--- config.mk ---
export PLATFORM = sky130hd
export DESIGN_NAME = lutcell_multimode
export DESIGN_NICKNAME = d
export VERILOG_FILES = /design/src/rtl/lutcell_pkg.sv /design/src/rtl/lutcell_store.sv /design/src/rtl/lutcell_readmux.sv /design/src/rtl/lutcell_outreg.sv /design/src/rtl/lutcell_multimode.sv
export SDC_FILE = /design/constraint.sdc
export NUM_CORES = 1
export LEC_CHECK = 0
export BUFFER_PORTS_ARGS = -buffer_cell sky130_fd_sc_hd__buf_4
export CAP_MARGIN = 15
export CORE_MARGIN = 1
export CORE_UTILIZATION = 30
export DETAILED_ROUTE_END_ITERATION = 12
export GPL_TIMING_DRIVEN = 0
export PLACE_DENSITY = 0.54
export SLEW_MARGIN = 30
export SYNTH_ARGS = -nofsm -noshare
export SYNTH_HDL_FRONTEND = slang
export SYNTH_SLANG_ARGS = --single-unit
export TNS_END_PERCENT = 50
--- constraint.sdc ---
create_clock -name clk -period 2.37 [get_ports clk]
set_input_delay 0.3555 -clock clk [delete_from_list [all_inputs] [get_ports clk]]
set_output_delay 0.3555 -clock clk [all_outputs]
set_load 0.01 [all_outputs]
--- src/rtl/lutcell_pkg.sv ---
package lutcell_pkg;

   typedef enum logic [2:0] {
      LC_TABLE6   = 3'd0,
      LC_DUAL5    = 3'd1,
      LC_MEMORY   = 3'd2,
      LC_SHIFT_L  = 3'd3,
      LC_SHIFT_2  = 3'd4
   } lc_mode_e;

   // Unused codes fall back to the 6-input table.
   function automatic lc_mode_e lc_decode(input logic [2:0] code);
      case (code)
         3'd1:    return LC_DUAL5;
         3'd2:    return LC_MEMORY;
         3'd3:    return LC_SHIFT_L;
         3'd4:    return LC_SHIFT_2;
         default: return LC_TABLE6;
      endcase
   endfunction

endpackage

--- src/rtl/lutcell_store.sv ---
module lutcell_store
   import lutcell_pkg::*;
#(
   parameter int ADDR_W = 6
) (
   input  logic                    clk,
   input  logic                    rst_n,
   input  logic [(1<<ADDR_W)-1:0]  init_bits,
   input  lc_mode_e                mode,
   input  logic [ADDR_W-1:0]       addr,
   input  logic                    din,
   input  logic                    din_b,
   input  logic                    we,
   output logic [(1<<ADDR_W)-1:0]  bits
);
   localparam int DEPTH = 1 << ADDR_W;
   localparam int HALF  = DEPTH / 2;
   localparam int QTR   = DEPTH / 4;

   logic [DEPTH-1:0] arr_q;
   logic [DEPTH-1:0] arr_nxt;

   always_comb begin
      arr_nxt = arr_q;
      if (we) begin
         case (mode)
            LC_MEMORY: arr_nxt[addr] = din;
            LC_SHIFT_L: begin
               for (int i = 1; i < HALF; i++) arr_nxt[i] = arr_q[i-1];
               arr_nxt[0] = din;
            end
            LC_SHIFT_2: begin
               for (int i = 1; i < QTR; i++) begin
                  arr_nxt[i]     = arr_q[i-1];
                  arr_nxt[QTR+i] = arr_q[QTR+i-1];
               end
               arr_nxt[0]   = din;
               arr_nxt[QTR] = din_b;
            end
            default: arr_nxt = arr_q;
         endcase
      end
   end

   always_ff @(posedge clk) begin
      if (!rst_n) arr_q <= init_bits;
      else        arr_q <= arr_nxt;
   end

   assign bits = arr_q;

endmodule

--- src/rtl/lutcell_readmux.sv ---
module lutcell_readmux
   import lutcell_pkg::*;
#(
   parameter int ADDR_W = 6
) (
   input  logic [(1<<ADDR_W)-1:0]  bits,
   input  lc_mode_e                mode,
   input  logic [ADDR_W-1:0]       sel,
   output logic                    rd_a,
   output logic                    rd_b,
   output logic                    rd_casc
);
   localparam int DEPTH = 1 << ADDR_W;
   localparam int HALF  = DEPTH / 2;
   localparam int QTR   = DEPTH / 4;

   logic [ADDR_W-1:0] idx_lo, idx_hi, idx_qa, idx_qb;

   assign idx_lo = {1'b0,  sel[ADDR_W-2:0]};
   assign idx_hi = {1'b1,  sel[ADDR_W-2:0]};
   assign idx_qa = {2'b00, sel[ADDR_W-3:0]};
   assign idx_qb = {2'b01, sel[ADDR_W-3:0]};

   always_comb begin
      rd_a    = 1'b0;
      rd_b    = 1'b0;
      rd_casc = 1'b0;
      case (mode)
         LC_DUAL5: begin
            rd_a = bits[idx_lo];
            rd_b = bits[idx_hi];
         end
         LC_SHIFT_L: begin
            rd_a    = bits[idx_lo];
            rd_casc = bits[HALF-1];
         end
         LC_SHIFT_2: begin
            rd_a    = bits[idx_qa];
            rd_b    = bits[idx_qb];
            rd_casc = bits[QTR-1];
         end
         default: rd_a = bits[sel];
      endcase
   end

endmodule

--- src/rtl/lutcell_outreg.sv ---
module lutcell_outreg #(
   parameter bit BUILD_FF = 1'b1
) (
   input  logic clk,
   input  logic rst_n,
   input  logic use_ff,
   input  logic rst_val,
   input  logic sr_val,
   input  logic ce,
   input  logic sr,
   input  logic d,
   output logic q
);
   generate
      if (BUILD_FF) begin : g_ff
         logic q_r;
         always_ff @(posedge clk) begin
            if (!rst_n)  q_r <= rst_val;
            else if (sr) q_r <= sr_val;
            else if (ce) q_r <= d;
         end
         assign q = use_ff ? q_r : d;
      end else begin : g_wire
         logic unused_ok;
         assign unused_ok = &{clk, rst_n, use_ff, rst_val, sr_val, ce, sr};
         assign q = d;
      end
   endgenerate

endmodule

--- src/rtl/lutcell_multimode.sv ---
module lutcell_multimode
   import lutcell_pkg::*;
#(
   parameter int ADDR_W   = 6,
   parameter bit BUILD_FF = 1'b1
) (
   input  logic                    clk,
   input  logic                    rst_n,
   input  logic [2:0]              cfg_mode,
   input  logic [(1<<ADDR_W)-1:0]  cfg_init,
   input  logic [1:0]              cfg_oreg_use,
   input  logic [1:0]              cfg_oreg_val,
   input  logic [ADDR_W-1:0]       sel,
   input  logic                    din,
   input  logic                    din_b,
   input  logic                    we,
   input  logic                    ff_ce,
   input  logic                    ff_sr,
   output logic                    out_a,
   output logic                    out_b,
   output logic                    q_a,
   output logic                    q_b,
   output logic                    casc_out
);
   localparam int DEPTH = 1 << ADDR_W;
   localparam int N_OUT = 2;

   generate
      if (ADDR_W < 3 || ADDR_W > 10) begin : g_bad_addr
         $error("lutcell_multimode: ADDR_W must lie in 3..10");
      end
   endgenerate

   lc_mode_e   mode_q;
   logic [1:0] oreg_use_q;
   logic [1:0] oreg_val_q;

   always_ff @(posedge clk) begin
      if (!rst_n) begin
         mode_q     <= lc_decode(cfg_mode);
         oreg_use_q <= cfg_oreg_use;
         oreg_val_q <= cfg_oreg_val;
      end
   end

   logic [DEPTH-1:0] arr_bits;

   lutcell_store #(.ADDR_W(ADDR_W)) i_store (
      .clk       (clk),
      .rst_n     (rst_n),
      .init_bits (cfg_init),
      .mode      (mode_q),
      .addr      (sel),
      .din       (din),
      .din_b     (din_b),
      .we        (we),
      .bits      (arr_bits)
   );

   logic [N_OUT-1:0] comb_out;
   logic [N_OUT-1:0] reg_out;

   lutcell_readmux #(.ADDR_W(ADDR_W)) i_readmux (
      .bits    (arr_bits),
      .mode    (mode_q),
      .sel     (sel),
      .rd_a    (comb_out[0]),
      .rd_b    (comb_out[1]),
      .rd_casc (casc_out)
   );

   generate
      for (genvar k = 0; k < N_OUT; k++) begin : g_oreg
         lutcell_outreg #(.BUILD_FF(BUILD_FF)) i_outreg (
            .clk     (clk),
            .rst_n   (rst_n),
            .use_ff  (oreg_use_q[k]),
            .rst_val (cfg_oreg_val[k]),
            .sr_val  (oreg_val_q[k]),
            .ce      (ff_ce),
            .sr      (ff_sr),
            .d       (comb_out[k]),
            .q       (reg_out[k])
         );
      end
   endgenerate

   assign out_a = comb_out[0];
   assign out_b = comb_out[1];
   assign q_a   = reg_out[0];
   assign q_b   = reg_out[1];

endmodule

# ---- After elaboration in Yosys (flattened, before gate mapping)
# Cells that the tools add are included.
dict set report word_totals {
  ff_bits 73
  in_bits 84
  out_inout_bits 5
  elab_cells 58
}
dict set report op_classes {
  magnitude_cmp 6
  eq_ne 12
  n_mux 29
  n_reduce_logical 4
}
# op n
set ops {}
lappend ops {{2-to-1 mux 64 bit} 2}
lappend ops {{case mux 32 bit (3 select lines)} 1}
lappend ops {{bitwise mux 64 bit} 1}
lappend ops {{2-to-1 mux 32 bit} 1}
lappend ops {{less-than comparator 5 x 7 -> 1 bit (second input constant)} 2}
lappend ops {{less-than comparator 6 x 7 -> 1 bit (second input constant)} 2}
lappend ops {{2-to-1 mux 1 bit} 14}
lappend ops {{== test 3 x 2 -> 1 bit (second input constant)} 4}
lappend ops {{case mux 3 bit (4 select lines)} 1}
lappend ops {{binary-select mux 1 bit (select 5 bit)} 2}
lappend ops {{binary-select mux 1 bit (select 4 bit)} 2}
lappend ops {{less-than comparator 4 x 7 -> 1 bit (second input constant)} 1}
lappend ops {{binary-select mux 1 bit (select 6 bit)} 1}
lappend ops {{demux 1 bit (select 6 bit)} 1}
lappend ops {{== test 3 x 1 -> 1 bit (second input constant)} 2}
lappend ops {{== test 3 bit (second input constant)} 2}
lappend ops {{greater-or-equal comparator 6 x 1 -> 1 bit (second input constant)} 1}
lappend ops {{case mux 1 bit (2 select lines)} 3}
lappend ops {{inequality test 2 x 1 -> 1 bit (second input constant)} 2}
lappend ops {{inequality test 4 x 1 -> 1 bit (second input constant)} 1}
lappend ops {{AND reduction 2 bit} 2}
lappend ops {{inequality test 3 x 1 -> 1 bit (second input constant)} 1}
lappend ops {{OR reduction 2 bit} 1}
lappend ops {{logical AND 1 bit} 1}

# ---- Longest topological paths before layout
dict set report logic_depth {
  word_depth 8
  depth_mapped 10
  ltp_nobuf 7
}

# ---- Modules after synthesis
# From an unflattened synthesis, not the netlist that was laid out.
dict set report hier_totals {
  cells_unflattened 495
  hier_area_um2 5123.7
}
# mod instances cells_per_inst area_per_inst_um2 seq_area_each_um2
set modules_own_cells {}
lappend modules_own_cells {lutcell_store 1 401 4035.1 1921.8}
lappend modules_own_cells {lutcell_readmux 1 71 706.9 0.0}
lappend modules_own_cells {lutcell_multimode 1 11 244.0 210.2}
lappend modules_own_cells {lutcell_outreg 2 6 68.8 30.0}

# ---- Worst setup path before layout
# Ideal clock, no wire load.
dict set report synth_timing {
  kind {input to output}
  from {input sel[0]}
  to {output q_a}
  arrival_time_ns 2.066
  setup_slack_ns -0.051
  stages 8
  path_cell_list {buf_6 clkbuf_1 mux2_2 a221oi_1 a211oi_1 nor4_2 inv_1 mux2_2}
}
dict set report synth_between {
  elab_chain_len 4
  elab_cells_between_ends 8
}
# item line_no
set synth_rtl {}
lappend synth_rtl {{start, declared} lutcell_multimode.sv:13} ;# input logic [ADDR_W-1:0] sel,
lappend synth_rtl {{binary-select mux 1 bit (select 6 bit) (tied with other cells)} lutcell_readmux.sv:42} ;# default: rd_a = bits[sel];
lappend synth_rtl {{2-to-1 mux 1 bit (on tied branches)} -}
lappend synth_rtl {{case mux 1 bit (2 select lines) *} lutcell_readmux.sv:28} ;# case (mode)
lappend synth_rtl {{via out_a} lutcell_multimode.sv:19} ;# output logic out_a,
lappend synth_rtl {{2-to-1 mux 1 bit *} lutcell_outreg.sv:22} ;# assign q = use_ff ? q_r : d;
lappend synth_rtl {{end, declared} lutcell_multimode.sv:21} ;# output logic q_a,
# The timed path passes the listed nets; every way through them passes the cells marked *. The select of a mux whose other input is x is not followed.

# ---- Worst setup path in the final report
dict set report layout_timing {
  from {register i_store.arr_q[34] (netlist: i_store.bits[34])}
  to {output q_a}
}
dict set report layout_between {
  elab_chain_len 4
}
# item line_no
set layout_rtl {}
lappend layout_rtl {{start, declared} lutcell_store.sv:20} ;# logic [DEPTH-1:0] arr_q;
lappend layout_rtl {{start signal, assigned} lutcell_store.sv:46} ;# if (!rst_n) arr_q <= init_bits;
lappend layout_rtl {{start signal, assigned} lutcell_store.sv:47} ;# else arr_q <= arr_nxt;
lappend layout_rtl {{binary-select mux 1 bit (select 6 bit)} lutcell_readmux.sv:42}
lappend layout_rtl {{2-to-1 mux 1 bit (not written as such)} lutcell_readmux.sv:42}
lappend layout_rtl {{case mux 1 bit (2 select lines)} lutcell_readmux.sv:28}
lappend layout_rtl {{2-to-1 mux 1 bit} lutcell_outreg.sv:22}
# No other way between the ends. The select of a mux whose other input is x is not followed.

==> flow_summary.ini <==
[final_layout]
antenna_cells = 0
area_growth_pct = 29.4
final_area_mm2 = 0.00629
nNetsFinal = 720
drive_above_1_share_pct = 25.3

[synth]
synth_nets = 620
synth_fa_ha_area_share_pct = 0
synth_seq_cells = 73
mappedNetlistArea_mm2 = 0.00486
netlist_instances = 536
synth_top_family_by_area = compound AO/OA/AOI/OAI gates
async_reset_ff_share_pct = 0
ys.flop_type = edfxtp_1
synth_top_area_share_pct = 45.1
synth-edff-count = 73
synth_compound_area_share_pct = 25.2
synthSimpleGateAreaFrac_pct = 19.3
synth_cell_types = 50
ys_warn_count = 0
syn_avg_cell_area_um2 = 9.07
synth.area.mux_share_pct = 4.27
synth_xor_area_share_pct = 0
synth.area.top_cells = edfxtp_1, nor2_1, a21oi_1, a221oi_1, o2bb2ai_1
yosysSeqAreaShare_pct = 45.1
yosys.area.top_type = edfxtp_1

[die]
core_mm2 = 0.0158
num_rows = 46
start_util_pct = 30.7
dieArea_mm2 = 0.0167
die_y_um = 129
die_w_um = 129
io_pins = 89

[setup_path]
crit_required_ns = 2.01
r2r-start = mode_q[1]
r2r_end = i_store.bits[16]
worst_r2r_path_depth = 7
endpoint_kind = output port
criticalPathCategory = reg2out
worst-path-max-fanout = 2
cp-start-kind = flop
worstSetupStartpoint = i_store.bits[34]
critical-path-slowest-cell = edfxtp_1
crit_end = q_a
rrSetupSlack_ns = 0.09
crit_arrival_ns = 2.43
worstPathCellList = mux2_2, a221o_1, a21oi_2, nor4_1, nor4_2, buf_4, inv_2, mux2_4, buf_6
slowest_delay_ns = 0.41

[global_routing]
gr-total-overflow = 0
grt_max_degree = 17
grt_pass1_wl_mm = 27.4
grt_usage_pct = 22.6
grt_antenna_before_repair = 0
grt_pass1_vias = 4718

[clocking]
clk_latency_ns = 0.35
htreeDepth = 3
cts_buffer_depth = 2
ctsHoldBuffers = 0
cts.sinks = 73
cts_tree = done
clk_pin_slew_worst_paths_ns = 0.06
cts_inserted_buffers = 9
cts-root-buf = clkbuf_16

[pwr]
p_switching_mw = 1.07
switching_share_pct = 27.0
pwr-share-clk_pct = 40.1
irDropWorstVdd_mv = 0.376
combPwrFrac_pct = 20.0
p_int_mw = 2.90
pwr_density_cell_mw_per_mm2 = 631
seqPwrFrac_pct = 39.9
p_leak_nw = 2.28

[sta]
fin_ws_ns = -0.416
period_share_pct = 118
finalMaxSlewViolations = 0
clock.fmax_mhz = 359
worst_pin_slew_ns = 0.963
setup_viol_count_final = 4
grt_setup_unrepaired = true
final_hold_viol_count = 0
skew_ns = 0.00593
holdWs_ns = 0.178
period_minus_slack_ns = 2.79
slew_headroom_pct = 35.3

[route]
wire_per_inst_um = 21.6
wl_mm = 18.5
drc = 0
drt_iter0_drc = 446
antenna_left = 0
num_vias = 4899
dr.pass1.iters = 6
viasPerCell = 5.72

[placed_design]
place_area_mm2 = 0.00576
io_buffers = 83
routabilityCongestion = 0.888
place_hpwl_mm = 13.2

[outcome]
failed_checks = setup timing
outcome = complete, but fails checks

[run]
max-cap-violations = 0

[worst_hold_path]
hp-class = in2reg
[repair_timing]
action                     4_1_cts  5_1_grt
pin swaps                        4        6
setup buffers                    1        5
setup endpoints to repair        4       26
resized for setup               20       19
[critical path: cells and delay by family, from the launching register on]
family / cells / cell delay, ns
muxes: 2 / 0.55
buffers and inverters: 3 / 0.31
AOI/OAI and AO/OA: 2 / 0.49
DFF: 1 / 0.41
and+or+nand+nor: 2 / 0.30
[power by group through the flow]
stage                     registers [mW]  clock network (mW)  logic [mW]
after CTS                           1.58                1.60       0.751
after global placement              1.61                   0       0.716
after global routing                1.59                1.63       0.850
after floorplan                     1.59                   0       0.428
after detailed placement            1.61                   0       0.724
final                               1.59                1.59       0.793
[metrics by stage]
step / std cells / TNS, ns / power (mW) / utilization [%] / worst slack (ns)
after floorplan: 536 / 0 / 2.02 / - / 0.000158
after global placement: 835 / -14.60 / 2.32 / 36.4 / -0.538
after detailed placement: 835 / -15.48 / 2.33 / 36.4 / -0.528
after CTS: 852 / -0.690 / 3.93 / 39.1 / -0.430
after global routing: 857 / -1.05 / 4.08 / 39.7 / -0.474
final: 857 / -0.798 / 3.97 / 39.7 / -0.416
[layer usage]
| layer | up-vias | GRT usage, % | part of all wire, % |
|---|---|---|---|
| met4 | 0 | 10.8 | 3.1 |
| met1 | 2344 | 30.1 | 42 |
| met2 | 297 | 35.5 | 46 |
| met5 | - | 0 | 0 |
| li1 | 2214 | - | - |
| met3 | 44 | 3.88 | 8.9 |
[cells in the final DEF, fill, tap and decap left out, drive strengths merged, types with 4 or more instances in the layout]
master   instances
nor3             5
buf            104
mux2            13
nor2b            6
nor2            94
and3             7
mux2i            5
clkinv           4
nor3b           11
edfxtp          73
inv              6
nand2           59
a21oi           72
a221o            4
a31oi            4
clkbuf          52
nand3            8
a221oi          37
nand3b           4
o2bb2ai         33
o21ai            5
[synth_stat cells (4+ instances only)]
cell,number
a21oi_1,70
a221o_1,4
a221oi_1,36
a31oi_1,4
and3_1,7
buf_2,6
buf_6,5
clkbuf_1,42
edfxtp_1,73
inv_1,6
mux2_2,8
mux2i_1,5
nand2_1,59
nand3_1,8
nand3b_1,4
nor2_1,94
nor2b_1,5
nor3_1,5
nor3b_1,8
o2bb2ai_1,33
[registers in the layout (all words and copies together) (netlist names)]
register / cells
g_oreg.i_outreg.g_ff.q_r: 2
oreg_use_q: 2
i_store.bits: 64
oreg_val_q: 2
mode_q: 3
[worst min-delay path by stage]
stage,start,to,slack (ns),cells after the start
5_1_grt,cfg_oreg_use[1],oreg_use_q[1],0.17,1
3_5_place_dp,cfg_oreg_use[1],oreg_use_q[1],0.54,1
4_1_cts,cfg_oreg_use[1],oreg_use_q[1],0.17,1
2_1_floorplan,cfg_oreg_use[0],oreg_use_q[0],0.45,0
6_report,cfg_oreg_use[0],oreg_use_q[0],0.18,1
3_3_place_gp,cfg_oreg_use[1],oreg_use_q[1],0.54,1
[cell families (layout without fill, tap and decap cells)]
group	after synthesis	after routing
buf+inv	66	171
simple gates	206	206
flops	73	73
mux	18	18
compound gates	173	173
[area by class of cell]
| type | instances | area [um^2] |
|---|---|---|
| well taps | 216 | 270 |
| inverters | 9 | 37.5 |
| repair buffers | 89 | 676 |
| flip-flops and latches | 73 | 2190 |
| multi-input cells | 397 | 2490 |
| plain buffers | 57 | 288 |
| clock buffers | 10 | 229 |
| fillers | 1612 | 9540 |
| clock inverters | 6 | 106 |
Note: power is estimated with default switching activity, not from simulation.
